`src/rtl/lpddr_init_pkg.sv`:
```
package lpddr_init_pkg;

    typedef enum logic [3:0] {
        ST_PWRUP,
        ST_PREA,
        ST_WAIT_RP,
        ST_REF1,
        ST_WAIT_RFC1,
        ST_REF2,
        ST_WAIT_RFC2,
        ST_LMR_A,
        ST_WAIT_MRD_A,
        ST_LMR_B,
        ST_WAIT_MRD_B,
        ST_READY
    } init_state_e;

    typedef struct packed {
        logic cs_n;
        logic ras_n;
        logic cas_n;
        logic we_n;
    } bus_cmd_t;

    localparam bus_cmd_t CMD_NOP = '{cs_n: 1'b0, ras_n: 1'b1, cas_n: 1'b1, we_n: 1'b1};
    localparam bus_cmd_t CMD_PRE = '{cs_n: 1'b0, ras_n: 1'b0, cas_n: 1'b1, we_n: 1'b0};
    localparam bus_cmd_t CMD_REF = '{cs_n: 1'b0, ras_n: 1'b0, cas_n: 1'b0, we_n: 1'b1};
    localparam bus_cmd_t CMD_LMR = '{cs_n: 1'b0, ras_n: 1'b0, cas_n: 1'b0, we_n: 1'b0};

    function automatic int unsigned max_of4(int unsigned a, int unsigned b,
                                            int unsigned c, int unsigned d);
        int unsigned m;
        m = a;
        if (b > m) m = b;
        if (c > m) m = c;
        if (d > m) m = d;
        return m;
    endfunction

endpackage

```
`src/rtl/lpddr_init_timer.sv`:
```
module lpddr_init_timer #(
    parameter int unsigned CNT_W   = 16,
    parameter int unsigned RST_VAL = 0
) (
    input  logic             clk,
    input  logic             rst,
    input  logic             load,
    input  logic [CNT_W-1:0] load_val,
    input  logic             en,
    output logic             zero
);

    logic [CNT_W-1:0] cnt_d, cnt_q;

    always_comb begin
        cnt_d = cnt_q;
        if (load) begin
            cnt_d = load_val;
        end else if (en && (cnt_q != '0)) begin
            cnt_d = cnt_q - 1'b1;
        end
    end

    always_ff @(posedge clk) begin
        if (rst) begin
            cnt_q <= CNT_W'(RST_VAL);
        end else begin
            cnt_q <= cnt_d;
        end
    end

    assign zero = (cnt_q == '0);

endmodule

```
`src/rtl/lpddr_init_cmd_enc.sv`:
```
module lpddr_init_cmd_enc
    import lpddr_init_pkg::*;
#(
    parameter int unsigned ADDR_W    = 14,
    parameter int unsigned BA_W      = 2,
    parameter int unsigned MR_VAL    = 0,
    parameter int unsigned EMR_VAL   = 0,
    parameter bit          EMR_FIRST = 1'b0
) (
    input  init_state_e       state,
    output bus_cmd_t          cmd,
    output logic [BA_W-1:0]   ba,
    output logic [ADDR_W-1:0] addr,
    output logic              ready
);

    localparam logic [BA_W-1:0]   BA_STD   = BA_W'(0);
    localparam logic [BA_W-1:0]   BA_EXT   = BA_W'(2);
    localparam logic [ADDR_W-1:0] PRE_ALL  = ADDR_W'(1) << 10;

    logic [BA_W-1:0]   ba_a, ba_b;
    logic [ADDR_W-1:0] val_a, val_b;

    generate
        if (EMR_FIRST) begin : g_ext_first
            assign ba_a  = BA_EXT;
            assign val_a = ADDR_W'(EMR_VAL);
            assign ba_b  = BA_STD;
            assign val_b = ADDR_W'(MR_VAL);
        end else begin : g_std_first
            assign ba_a  = BA_STD;
            assign val_a = ADDR_W'(MR_VAL);
            assign ba_b  = BA_EXT;
            assign val_b = ADDR_W'(EMR_VAL);
        end
    endgenerate

    always_comb begin
        cmd  = CMD_NOP;
        ba   = '0;
        addr = '0;
        unique case (state)
            ST_PREA: begin
                cmd  = CMD_PRE;
                addr = PRE_ALL;
            end
            ST_REF1, ST_REF2: begin
                cmd = CMD_REF;
            end
            ST_LMR_A: begin
                cmd  = CMD_LMR;
                ba   = ba_a;
                addr = val_a;
            end
            ST_LMR_B: begin
                cmd  = CMD_LMR;
                ba   = ba_b;
                addr = val_b;
            end
            default: begin
                cmd = CMD_NOP;
            end
        endcase
    end

    assign ready = (state == ST_READY);

endmodule

```
`src/rtl/lpddr_init_seq.sv`:
```
module lpddr_init_seq
    import lpddr_init_pkg::*;
#(
    parameter int unsigned ADDR_W    = 14,
    parameter int unsigned BA_W      = 2,
    parameter int unsigned T_PWRUP   = 40000,
    parameter int unsigned T_RP      = 4,
    parameter int unsigned T_RFC     = 22,
    parameter int unsigned T_MRD     = 2,
    parameter int unsigned MR_VAL    = 32'h0032,
    parameter int unsigned EMR_VAL   = 32'h0000,
    parameter bit          EMR_FIRST = 1'b0
) (
    input  logic              clk,
    input  logic              rst,
    output logic              cke,
    output logic              cs_n,
    output logic              ras_n,
    output logic              cas_n,
    output logic              we_n,
    output logic [BA_W-1:0]   ba,
    output logic [ADDR_W-1:0] addr,
    output logic              init_done
);

    localparam int unsigned T_MAX = max_of4(T_PWRUP, T_RP, T_RFC, T_MRD);
    localparam int unsigned CNT_W = $clog2(T_MAX + 1) + 1;

    typedef struct packed {
        init_state_e state;
        logic        cke;
    } ctl_t;

    ctl_t             ctl_d, ctl_q;
    logic             tmr_load;
    logic [CNT_W-1:0] tmr_val;
    logic             tmr_zero;
    bus_cmd_t         cmd;

    always_comb begin
        ctl_d     = ctl_q;
        ctl_d.cke = 1'b1;
        tmr_load  = 1'b0;
        tmr_val   = '0;
        unique case (ctl_q.state)
            ST_PWRUP: begin
                if (ctl_q.cke && tmr_zero) ctl_d.state = ST_PREA;
            end
            ST_PREA: begin
                ctl_d.state = ST_WAIT_RP;
                tmr_load    = 1'b1;
                tmr_val     = CNT_W'(T_RP - 1);
            end
            ST_WAIT_RP: begin
                if (tmr_zero) ctl_d.state = ST_REF1;
            end
            ST_REF1: begin
                ctl_d.state = ST_WAIT_RFC1;
                tmr_load    = 1'b1;
                tmr_val     = CNT_W'(T_RFC - 1);
            end
            ST_WAIT_RFC1: begin
                if (tmr_zero) ctl_d.state = ST_REF2;
            end
            ST_REF2: begin
                ctl_d.state = ST_WAIT_RFC2;
                tmr_load    = 1'b1;
                tmr_val     = CNT_W'(T_RFC - 1);
            end
            ST_WAIT_RFC2: begin
                if (tmr_zero) ctl_d.state = ST_LMR_A;
            end
            ST_LMR_A: begin
                ctl_d.state = ST_WAIT_MRD_A;
                tmr_load    = 1'b1;
                tmr_val     = CNT_W'(T_MRD - 1);
            end
            ST_WAIT_MRD_A: begin
                if (tmr_zero) ctl_d.state = ST_LMR_B;
            end
            ST_LMR_B: begin
                ctl_d.state = ST_WAIT_MRD_B;
                tmr_load    = 1'b1;
                tmr_val     = CNT_W'(T_MRD - 1);
            end
            ST_WAIT_MRD_B: begin
                if (tmr_zero) ctl_d.state = ST_READY;
            end
            default: begin
                ctl_d.state = ST_READY;
            end
        endcase
    end

    always_ff @(posedge clk) begin
        if (rst) begin
            ctl_q.state <= ST_PWRUP;
            ctl_q.cke   <= 1'b0;
        end else begin
            ctl_q <= ctl_d;
        end
    end

    lpddr_init_timer #(
        .CNT_W  (CNT_W),
        .RST_VAL(T_PWRUP - 1)
    ) i_timer (
        .clk     (clk),
        .rst     (rst),
        .load    (tmr_load),
        .load_val(tmr_val),
        .en      (ctl_q.cke),
        .zero    (tmr_zero)
    );

    lpddr_init_cmd_enc #(
        .ADDR_W   (ADDR_W),
        .BA_W     (BA_W),
        .MR_VAL   (MR_VAL),
        .EMR_VAL  (EMR_VAL),
        .EMR_FIRST(EMR_FIRST)
    ) i_enc (
        .state(ctl_q.state),
        .cmd  (cmd),
        .ba   (ba),
        .addr (addr),
        .ready(init_done)
    );

    assign cke   = ctl_q.cke;
    assign cs_n  = cmd.cs_n;
    assign ras_n = cmd.ras_n;
    assign cas_n = cmd.cas_n;
    assign we_n  = cmd.we_n;

endmodule

```
`config.mk`:
```
export PLATFORM = sky130hd
export DESIGN_NAME = lpddr_init_seq
export DESIGN_NICKNAME = d
export VERILOG_FILES = /design/src/rtl/lpddr_init_pkg.sv /design/src/rtl/lpddr_init_timer.sv /design/src/rtl/lpddr_init_cmd_enc.sv /design/src/rtl/lpddr_init_seq.sv
export SDC_FILE = /design/constraint.sdc
export NUM_CORES = 1
export LEC_CHECK = 0
export ABC_AREA = 1
export CAP_MARGIN = 20
export CORE_AREA = 2 2 60 62
export DETAILED_ROUTE_END_ITERATION = 16
export DIE_AREA = 0 0 62 64
export DONT_BUFFER_PORTS = 1
export SLEW_MARGIN = 5
export SYNTH_ARGS = -nofsm -noshare
export SYNTH_HDL_FRONTEND = slang
export SYNTH_SLANG_ARGS = --single-unit
```
`constraint.sdc`:
```
create_clock -name clk -period 1.5 [get_ports clk]
set_input_delay 0.225 -clock clk [delete_from_list [all_inputs] [get_ports clk]]
set_output_delay 0.225 -clock clk [all_outputs]
set_load 0.1 [all_outputs]
```
==> flow_summary.json <==
{
  "grt_max_degree": 14,
  "fillers": 300,
  "violations": "setup timing",
  "ys_seq_elements": 22,
  "gp_congestion": 0.824,
  "timing.rr.start": "i_timer.cnt_q[10]",
  "dp_slack_ns": 0.0493,
  "ys_warn_count": 0,
  "globalRouteOverflowTotal": 0,
  "synth-seq-area-share_pct": 30.7,
  "postSynthCellCount": 223,
  "finalWirelength_mm": 3.65,
  "path_max_fanout": 4,
  "drv_cap": 0,
  "hp-class": "in2reg",
  "dpl_cell_area_um2": 1710,
  "multi_input_area_um2": 980,
  "grt_pass1_wl_mm": 5.66,
  "fin_crit_ns": 1.62,
  "max_freq_mhz": 617,
  "finalHoldViolations": 0,
  "drive_above_1_share_pct": 34.0,
  "grtUsageTotal_pct": 18.8,
  "die_h_um": 64,
  "antenna_cells": 0,
  "vias": 1453,
  "required_ns": 1.27,
  "cts_tree": "yes",
  "fin_crit_sh_pct": 108,
  "antenna_found_initial": 0,
  "initial_utilization_pct": 43.7,
  "ys_types": 30,
  "drc_errors": 0,
  "cts_buffers": 3,
  "core_um2": 3280,
  "netlist_area_um2": 1440,
  "cts-root-buf": "clkbuf_4",
  "hp-start": "rst",
  "endpoint_kind": "output port",
  "hpwlAfterDp_mm": 2.45,
  "setup_violations": 8,
  "grt_pass1_vias": 1251,
  "area_growth_pct": 40.9,
  "dr.first_iter.drc_count": 69,
  "port_buffers": 0,
  "clkTransAtPathRegs_ns": 0.13,
  "skew_ns": 0.00278,
  "slew_viol_final": 0,
  "clock_latency_ns": 0.31,
  "crit_path_start": "ctl_q[1]",
  "final_net_count": 260,
  "rsz0062_at_grt": "true",
  "regArea_um2": 459,
  "cts_sinks": 22,
  "crit_arrival_ns": 1.40,
  "setup.worst_path.class": "reg2out",
  "cp-start-kind": "register",
  "status": "finished, violations left",
  "final_area_um2": 2020,
  "drt-pass1-iter-count": 4,
  "routed_via_density": 4.81,
  "io_pins": 24,
  "ant_nets": 0,
  "setup_ws_ns": -0.121,
  "peakVddDrop_uv": 552,
  "die_w_um": 62,
  "clockBufferDepth": 2,
  "fp.dieArea_um2": 3970,
  "rows": 21,
  "synth_area_per_cell_um2": 6.44,
  "p_leak_uw": 0.000861,
  "h-tree-depth": 1,
  "route.detailed.wl_per_inst_um": 12.1,
  "powerDensity_nw_per_um2": 676
}
-- kinds of logic (layout without fill, tap and decap cells) --
| family | count (synthesis) | count (layout) | synth area share [%] |
|---|---|---|---|
| AND/OR/NAND/NOR | 132 | 134 | 42.4 |
| buffers and inverters | 42 | 62 | 15.2 |
| flip-flops | 22 | 22 | 30.7 |
| AO/OA/AOI/OAI | 21 | 21 | 8.10 |
| XOR/XNOR | 4 | 4 | 2.44 |
| adder cells (fa/ha/maj) | 1 | 1 | 0.871 |
| other | 1 | 12 | 0.261 |
-- cell usage in the layout (no fill, tap or decap), drive strengths merged --
cell type,netlist,routed
bufinv,0,1
ha,1,1
nor3,2,2
inv,25,24
a21oi,6,6
o21ai,10,10
a31oi,1,1
nand2,52,54
clkbuf,1,4
conb,1,12
buf,15,30
xor2,3,3
or2,1,1
clkinv,1,1
o21bai,1,1
dfxtp,22,22
dlygate4sd3,0,1
clkinvlp,0,1
a21boi,1,1
nand3,29,29
nand4,3,3
xnor2,1,1
a21o,2,2
nor2,45,45
-- critical path: stages (launching register included) --
cell and delay (ns):
dfxtp_4 0.40, inv_4 0.05, nor2_4 0.12, nand3_2 0.10
o21ai_4 0.09, or2_4 0.16, buf_12 0.16
-- timing repair --
| action | in CTS | in global routing |
|---|---|---|
| gates resized for setup | 20 | 21 |
| buffers inserted | 5 | 4 |
| hold buffers | 1 | 0 |
| hold endpoints to repair | 7 | 0 |
| setup endpoints to repair | 6 | 25 |
| gates cloned | 0 | 3 |
| pin swaps | 8 | 9 |
-- state kept, by name, summed over array words and instances (netlist names) --
| name | cells |
|---|---|
| ctl_q | 4 |
| i_timer.cnt_q | 17 |
| cke | 1 |
-- routing by layer --
layer  vias to the layer above  routed length, µm  track usage, %
met5                         -                  0               0
met3                         2                120            3.64
li1                        757                  -               -
met1                       667               1680            26.3
met4                         0                 18            2.39
met2                        27               1830            30.2
-- cells in the mapped netlist, drive strengths merged --
master,instances,area share [%]
clkinv,1,0.61
ha,1,0.87
o21ai,10,3.5
nor3,2,0.70
xor2,3,1.8
a21boi,1,0.52
a21o,2,1.0
nand4,3,1.3
nand2,52,16
nand3,29,11
xnor2,1,0.61
inv,25,6.7
or2,1,0.44
a21oi,6,2.1
dfxtp,22,31
o21bai,1,0.52
nor2,45,13
clkbuf,1,0.26
buf,15,7.7
conb,1,0.26
a31oi,1,0.44
-- final timing paths --
check	end	slack [ns]	cells after the start
max	we_n	-0.12	6
min	i_timer.cnt_q[0]	0.03	2
max reg2reg	i_timer.cnt_q[2]	0.06	8
min reg2reg	i_timer.cnt_q[16]	0.47	2
-- power by group --
group / leakage [µW] / internal (µW) / switching [µW]
Combinational: 0.000650 / 64.4 / 224
Clock: 0.0000279 / 270 / 190
Sequential: 0.000183 / 598 / 21.1
Total: 0.000861 / 933 / 435
-- layout make-up --
type                    count  share of cell area [%]
clock buffers               3                    1.11
clock inverters             1                    1.48
inverters                  26                    5.63
multi-input cells         172                    48.4
flip-flops and latches     22                    22.7
well taps                  46                    2.84
repair buffers             32                    17.8
-- stage by stage --
step | hold WS [ns] | setup TNS (ns) | cells | total power [µW] | utilization, %
6_report | 0.0313 | -0.432 | 302 | 1370 | 61.6
5_1_grt | 0.00797 | -1.06 | 302 | 1430 | 61.6
4_1_cts | 0.0426 | -0.412 | 295 | 1360 | 57.3
3_5_place_dp | 0.295 | 0 | 285 | 902 | 52.2
3_3_place_gp | 0.292 | 0 | 285 | 900 | 52.2
2_1_floorplan | 0.433 | -0.338 | 234 | 884 | -
No activity file was read; power rests on OpenSTA's default activity.
